### config.mk
export PLATFORM = sky130hd
export DESIGN_NAME = ed_occupancy_est
export DESIGN_NICKNAME = d
export VERILOG_FILES = /design/src/rtl/ed_pkg.sv /design/src/rtl/ed_accum_mem.sv /design/src/rtl/ed_window.sv /design/src/rtl/ed_span_track.sv /design/src/rtl/ed_occupancy_est.sv
export SDC_FILE = /design/constraint.sdc
export NUM_CORES = 2
export LEC_CHECK = 0
export BUFFER_PORTS_ARGS = -buffer_cell sky130_fd_sc_hd__buf_2
export CAP_MARGIN = 20
export CORE_MARGIN = 2
export CORE_UTILIZATION = 35
export DETAILED_ROUTE_END_ITERATION = 7
export GPL_ROUTABILITY_DRIVEN = 0
export SLEW_MARGIN = 20
export SYNTH_ARGS = -nofsm -noshare
export SYNTH_HDL_FRONTEND = slang
export SYNTH_SLANG_ARGS = --single-unit
### constraint.sdc
create_clock -name clk -period 15.4 [get_ports clk]
set_clock_uncertainty 0.1 [all_clocks]
set_input_delay 0.77 -clock clk [delete_from_list [all_inputs] [get_ports clk]]
set_output_delay 0.77 -clock clk [all_outputs]
set_load 0.02 [all_outputs]
### src/rtl/ed_pkg.sv
package ed_pkg;
    typedef enum logic [1:0] {
        ST_IDLE,
        ST_ACCUM,
        ST_SCAN,
        ST_REPORT
    } ed_state_e;
endpackage

### src/rtl/ed_accum_mem.sv
module ed_accum_mem #(
    parameter int N  = 64,
    parameter int NF = 8,
    parameter int PW = 16
) (
    input  logic                  clk,
    input  logic                  wr_en,
    input  logic                  wr_first,
    input  logic [$clog2(N)-1:0]  wr_idx,
    input  logic [PW-1:0]         wr_data,
    input  logic [$clog2(N)-1:0]  rd_idx,
    output logic [PW-1:0]         rd_avg
);
    localparam int LOG2NF = $clog2(NF);
    localparam int ACCW   = PW + LOG2NF;

    logic [ACCW-1:0] acc [N];
    logic [ACCW-1:0] base;

    // The first frame overwrites the entry, so no clearing pass is needed.
    assign base = wr_first ? '0 : acc[wr_idx];

    always_ff @(posedge clk) begin
        if (wr_en) begin
            acc[wr_idx] <= base + ACCW'(wr_data);
        end
    end

    assign rd_avg = PW'(acc[rd_idx] >> LOG2NF);
endmodule

### src/rtl/ed_window.sv
module ed_window #(
    parameter int PW  = 16,
    parameter int WIN = 5
) (
    input  logic                        clk,
    input  logic                        clr,
    input  logic                        shift_en,
    input  logic [PW-1:0]               din,
    output logic [PW+$clog2(WIN)-1:0]   sum
);
    localparam int SW = PW + $clog2(WIN);

    logic [PW-1:0] taps [WIN-1];

    generate
        for (genvar i = 0; i < WIN - 1; i++) begin : g_tap
            always_ff @(posedge clk) begin
                if (clr) begin
                    taps[i] <= '0;
                end else if (shift_en) begin
                    if (i == 0) begin
                        taps[i] <= din;
                    end else begin
                        taps[i] <= taps[(i == 0) ? 0 : i - 1];
                    end
                end
            end
        end
    endgenerate

    always_comb begin
        sum = SW'(din);
        for (int j = 0; j < WIN - 1; j++) begin
            sum = sum + SW'(taps[j]);
        end
    end
endmodule

### src/rtl/ed_span_track.sv
module ed_span_track #(
    parameter int IW = 6
) (
    input  logic          clk,
    input  logic          clr,
    input  logic          hit_valid,
    input  logic          hit,
    input  logic [IW-1:0] idx,
    output logic          found,
    output logic [IW-1:0] lo,
    output logic [IW-1:0] hi
);
    always_ff @(posedge clk) begin
        if (clr) begin
            found <= 1'b0;
            lo    <= '0;
            hi    <= '0;
        end else if (hit_valid && hit) begin
            if (!found) begin
                lo <= idx;
            end
            hi    <= idx;
            found <= 1'b1;
        end
    end
endmodule

### src/rtl/ed_occupancy_est.sv
module ed_occupancy_est
    import ed_pkg::*;
#(
    parameter int N   = 64,
    parameter int NF  = 8,
    parameter int PW  = 16,
    parameter int WIN = 5
) (
    input  logic                       clk,
    input  logic                       rst_n,
    input  logic                       start,
    input  logic [PW+$clog2(WIN)-1:0]  threshold,
    input  logic                       bin_valid,
    input  logic [PW-1:0]              bin_power,
    output logic                       done,
    output logic                       detect,
    output logic [$clog2(N)-1:0]       centre
);
    localparam int IW        = $clog2(N);
    localparam int SW        = PW + $clog2(WIN);
    localparam int FW        = ($clog2(NF) > 0) ? $clog2(NF) : 1;
    localparam int HALF      = (WIN - 1) / 2;
    localparam int SCAN_LAST = N - 1 + HALF;

    ed_state_e state, state_nx;

    logic [IW-1:0] bin_idx;
    logic [FW-1:0] frame_cnt;
    logic [IW:0]   scan_cnt;
    logic [SW-1:0] thr_q;

    logic          last_bin;
    logic          wr_en;
    logic [PW-1:0] rd_avg;
    logic [PW-1:0] win_in;
    logic [SW-1:0] win_sum;
    logic          hit_valid;
    logic [IW-1:0] cen_idx;
    logic          found;
    logic [IW-1:0] lo_idx, hi_idx;
    logic [IW:0]   mid_sum;

    assign last_bin = (bin_idx == IW'(N - 1)) && (frame_cnt == FW'(NF - 1));
    assign wr_en    = (state == ST_ACCUM) && bin_valid;

    // State register
    always_ff @(posedge clk) begin
        if (!rst_n) begin
            state <= ST_IDLE;
        end else begin
            state <= state_nx;
        end
    end

    always_comb begin
        state_nx = state;
        unique case (state)
            ST_IDLE:   if (start)                       state_nx = ST_ACCUM;
            ST_ACCUM:  if (bin_valid && last_bin)       state_nx = ST_SCAN;
            ST_SCAN:   if (scan_cnt == (IW+1)'(SCAN_LAST)) state_nx = ST_REPORT;
            ST_REPORT:                                  state_nx = ST_IDLE;
            default:                                    state_nx = ST_IDLE;
        endcase
    end

    // Counters, captured threshold and outputs
    always_ff @(posedge clk) begin
        if (!rst_n) begin
            bin_idx   <= '0;
            frame_cnt <= '0;
            scan_cnt  <= '0;
            thr_q     <= '0;
            done      <= 1'b0;
            detect    <= 1'b0;
            centre    <= '0;
        end else begin
            done <= 1'b0;
            unique case (state)
                ST_IDLE: begin
                    if (start) begin
                        thr_q     <= threshold;
                        bin_idx   <= '0;
                        frame_cnt <= '0;
                    end
                end
                ST_ACCUM: begin
                    if (bin_valid) begin
                        bin_idx <= bin_idx + 1'b1;
                        if (bin_idx == IW'(N - 1)) begin
                            frame_cnt <= frame_cnt + 1'b1;
                        end
                        scan_cnt <= '0;
                    end
                end
                ST_SCAN: begin
                    scan_cnt <= scan_cnt + 1'b1;
                end
                ST_REPORT: begin
                    done   <= 1'b1;
                    detect <= found;
                    centre <= found ? IW'(mid_sum >> 1) : '0;
                end
                default: ;
            endcase
        end
    end

    ed_accum_mem #(.N(N), .NF(NF), .PW(PW)) mem_i (
        .clk      (clk),
        .wr_en    (wr_en),
        .wr_first (frame_cnt == '0),
        .wr_idx   (bin_idx),
        .wr_data  (bin_power),
        .rd_idx   (scan_cnt[IW-1:0]),
        .rd_avg   (rd_avg)
    );

    // Taps past the top edge read as zero
    assign win_in = (scan_cnt < (IW+1)'(N)) ? rd_avg : '0;

    ed_window #(.PW(PW), .WIN(WIN)) win_i (
        .clk      (clk),
        .clr      (state != ST_SCAN),
        .shift_en (state == ST_SCAN),
        .din      (win_in),
        .sum      (win_sum)
    );

    assign hit_valid = (state == ST_SCAN) && (scan_cnt >= (IW+1)'(HALF));
    assign cen_idx   = scan_cnt[IW-1:0] - IW'(HALF);

    ed_span_track #(.IW(IW)) span_i (
        .clk       (clk),
        .clr       ((state == ST_IDLE) && start),
        .hit_valid (hit_valid),
        .hit       (win_sum > thr_q),
        .idx       (cen_idx),
        .found     (found),
        .lo        (lo_idx),
        .hi        (hi_idx)
    );

    assign mid_sum = {1'b0, lo_idx} + {1'b0, hi_idx};
endmodule

==> impl_metrics.toml <==
[run_status]
status = "completed"

[sta]
timing.final.max_slew_violations = 0
hold_viol_final = 0
setup_violations = 0
grt_setup_unrepaired = "false"
fin_crit_sh_pct = 66.1
relSlewSlack_pct = 22.0
tightest_slew_ns = 1.17
fin_setup_tns_ns = 0
fin_crit_ns = 10.18
timing.hold.ws_ns = 0.152
fmax_mhz = 98.2

[clock_network]
clock_path_buffers = 3
post_cts_resized = 0
post-cts-setup-buffers = 0
holdBufCountCts = 0
root_buffer = "clkbuf_16"
cts_tree = "done"
clock_latency_ns = 0.78
clk_pin_slew_worst_paths_ns = 0.06
cts.sinks = 1350
cts_buffers = 148
cts_max_level = 4

[logic_synthesis]
synth_warnings = 0
synth_cell_types = 55
synth.avg_cell_area_um2 = 19.6
synth-compound-area-share_pct = 2.07
synth_top_family_by_area = "multiplexers"
async_flop_share_pct = 0
synth-simple-area-share_pct = 3.37
synthCells = 3202
synthFlopType = "edfxtp_1"
synth.area.mux_share_pct = 26.2
yosysSeqAreaShare_pct = 62.5
synth.net_count = 3363
synth-seq-cells = 1350
synth_enable_flop_cells = 1216
synth_xor_xnor_area_share_pct = 0.713
synth_area_mm2 = 0.0627
synth_fa_ha_area_share_pct = 2.85

[finish]
fillers = 15700
nNetsFinal = 3480
instances_no_fill = 5801
drive_gt1_share_pct = 35.2
area_growth_pct = 13.6
fin_util_pct = 40.0

[detailed_routing]
route.antenna.remaining_nets = 0
via_count = 33300
drt_iter0_markers = 3588
drt_pass1_iterations = 5
post_drt_wl_per_cell_um = 29.9
via_per_inst = 5.73
routed_wl_um = 174000
drc_errors = 0

[worst_setup_path]
crit_path_top_delay_cell = "buf_4"
critical_path_buf_inv_count = 4
path_class = "reg2reg"
arrival_ns = 10.71
crit_family = "compound AO/OA/AOI/OAI gates"
cp_max_fo = 38
critPathRequiredTime_ns = 15.93
slowest_delay_ns = 0.72
end_kind = "flip-flop"
crit_top_cell = "a21oi_1"
cp-start-kind = "flip-flop"

[power_and_ir_drop]
power.density_mw_per_mm2 = 139
irDropWorstVdd_mv = 0.108
p_leak_uw = 0.0219

[placement]
dp_cells = 5524
dp_hpwl_um = 105000
io_buffers = 46

[run]
cap_violations = 0

[global_route]
grt_usage_pct = 19.2
overflow = 0
antenna_found_initial = 10
grt_max_degree = 105
grt_pass1_vias = 33900
grt_pass1_wl_um = 251000

[floorplan]
fp.dieArea_mm2 = 0.183
ioPinCount = 47
die-width_um = 427
core.rowCount = 155
start_util_pct = 35.2
die_h_um = 427
fp.coreArea_mm2 = 0.178

[hold_path]
min_path_type = "in2reg"
==> sequential cells by signal (all words and copies together) (netlist names), 2 cells and up, named ones only <==
signal / cells
state: 2
span_i.hi: 6
mem_i.acc: 1216
scan_cnt: 7
frame_cnt: 3
span_i.lo: 6
win_i.taps: 64
thr_q: 19
bin_idx: 6
centre: 6
==> cell type report <==
cell class	instances	area (um2)	area share, %
repair buffers	166	1240	1.74
clock inverters	84	871	1.22
flip-flops and latches	1350	39200	55.1
diodes	6	15.0	0.0211
inverters	119	447	0.627
clock buffers	187	4010	5.63
well taps	2355	2950	4.14
multi-input cells	1534	22400	31.5
==> logic make-up after synthesis <==
| logic type | after synthesis |
|---|---|
| flip-flops | 1350 |
| XOR/XNOR | 51 |
| buffers and inverters | 318 |
| adder cells (fa/ha/maj) | 122 |
| AO/OA/AOI/OAI | 198 |
| AND/OR/NAND/NOR | 425 |
| multiplexers | 738 |
==> Yosys cell counts (4+ instances only) <==
library cell / n / area (um2)
a211oi_1: 9 / 67.6
a21boi_0: 24 / 180
a21o_1: 21 / 158
a21oi_1: 48 / 240
a22oi_1: 10 / 75.1
a31oi_1: 9 / 56.3
and2_1: 93 / 582
buf_1: 35 / 131
buf_2: 38 / 190
buf_4: 18 / 135
buf_6: 12 / 135
clkbuf_1: 96 / 360
dfxtp_1: 134 / 2680
edfxtp_1: 1216 / 36500
fa_1: 35 / 701
ha_1: 87 / 1090
inv_1: 119 / 447
mux2i_1: 14 / 140
mux4_2: 724 / 16300
nand2_1: 99 / 372
nand2b_1: 18 / 113
nand3_1: 17 / 85.1
nand4_1: 9 / 56.3
nor2_1: 112 / 420
nor2b_1: 42 / 263
nor3_1: 12 / 60.1
o211ai_1: 4 / 30.0
o21a_1: 13 / 97.6
o21ai_0: 33 / 165
o22ai_1: 6 / 37.5
o31a_1: 4 / 35.0
or2_2: 4 / 25.0
or3_1: 4 / 25.0
xnor2_1: 33 / 289
xor2_1: 18 / 158
==> report_power, final <==
| part | switching [uW] | internal, uW |
|---|---|---|
| clock network | 1470 | 2100 |
| registers | 38.9 | 4330 |
| logic | 1180 | 799 |
| total | 2680 | 7230 |
==> worst register-to-register path: cells and delay by family (launching register included) <==
kind            cells  cell delay [ns]
simple gates        6             1.36
buf+inv             4             1.48
xor+xnor            2             0.31
fa+ha+maj           5             1.95
mux                 4             1.89
flops               1             0.58
compound gates     13             2.34
==> worst paths after layout <==
kind	to	startpoint	slack (ns)	depth (start not counted)
setup / recovery	span_i.lo[5]$_SDFFE_PP0P_	flip-flop	5.22	34
hold / removal	thr_q[0]$_SDFFE_PN0P_	threshold[0]	0.15	3
setup reg to reg	span_i.lo[5]$_SDFFE_PP0P_	flip-flop	5.22	34
hold reg to reg	win_i.taps[1][8]$_SDFF_PN0_	win_i.taps[0][8]$_SDFF_PN0_	0.36	1
==> per-layer routing <==
metal	wire length [um]	share of wire, %	GRT usage [%]	vias up
met1	72000	41	26.8	18000
met4	6260	3.6	6.86	0
met3	13400	7.7	3.51	284
li1	-	-	-	13600
met2	82000	47	30.3	1371
met5	0	0	0	-
==> layout by cell type (no fill, tap or decap), types with 28 or more instances in the layout <==
cell type  Yosys  routed
buf_4         18     110
clkbuf_1      96      29
edfxtp_1    1216    1216
nor2_2         0      59
nor2b_1       42      42
clkbuf_16      0     153
and2_1        93      93
inv_1        119     118
ha_1          87      85
clkinv_2       0      28
buf_2         38      46
mux4_2       724     724
o21ai_0       33      33
dfxtp_1      134     125
nor2_1       112      48
nand2_1       99      99
fa_1          35      35
a21oi_1       48      47
==> per-stage QoR <==
step | power, uW | setup WS [ns] | area, um2
CTS | 10000 | 5.10 | 71200
finish | 9920 | 5.22 | 71200
detailed placement | 6450 | 5.14 | 66300
global route | 10300 | 4.40 | 71200
global placement | 6430 | 5.13 | 66300
floorplan | 5840 | 7.10 | 62700
(Power assumes the default switching activity.)
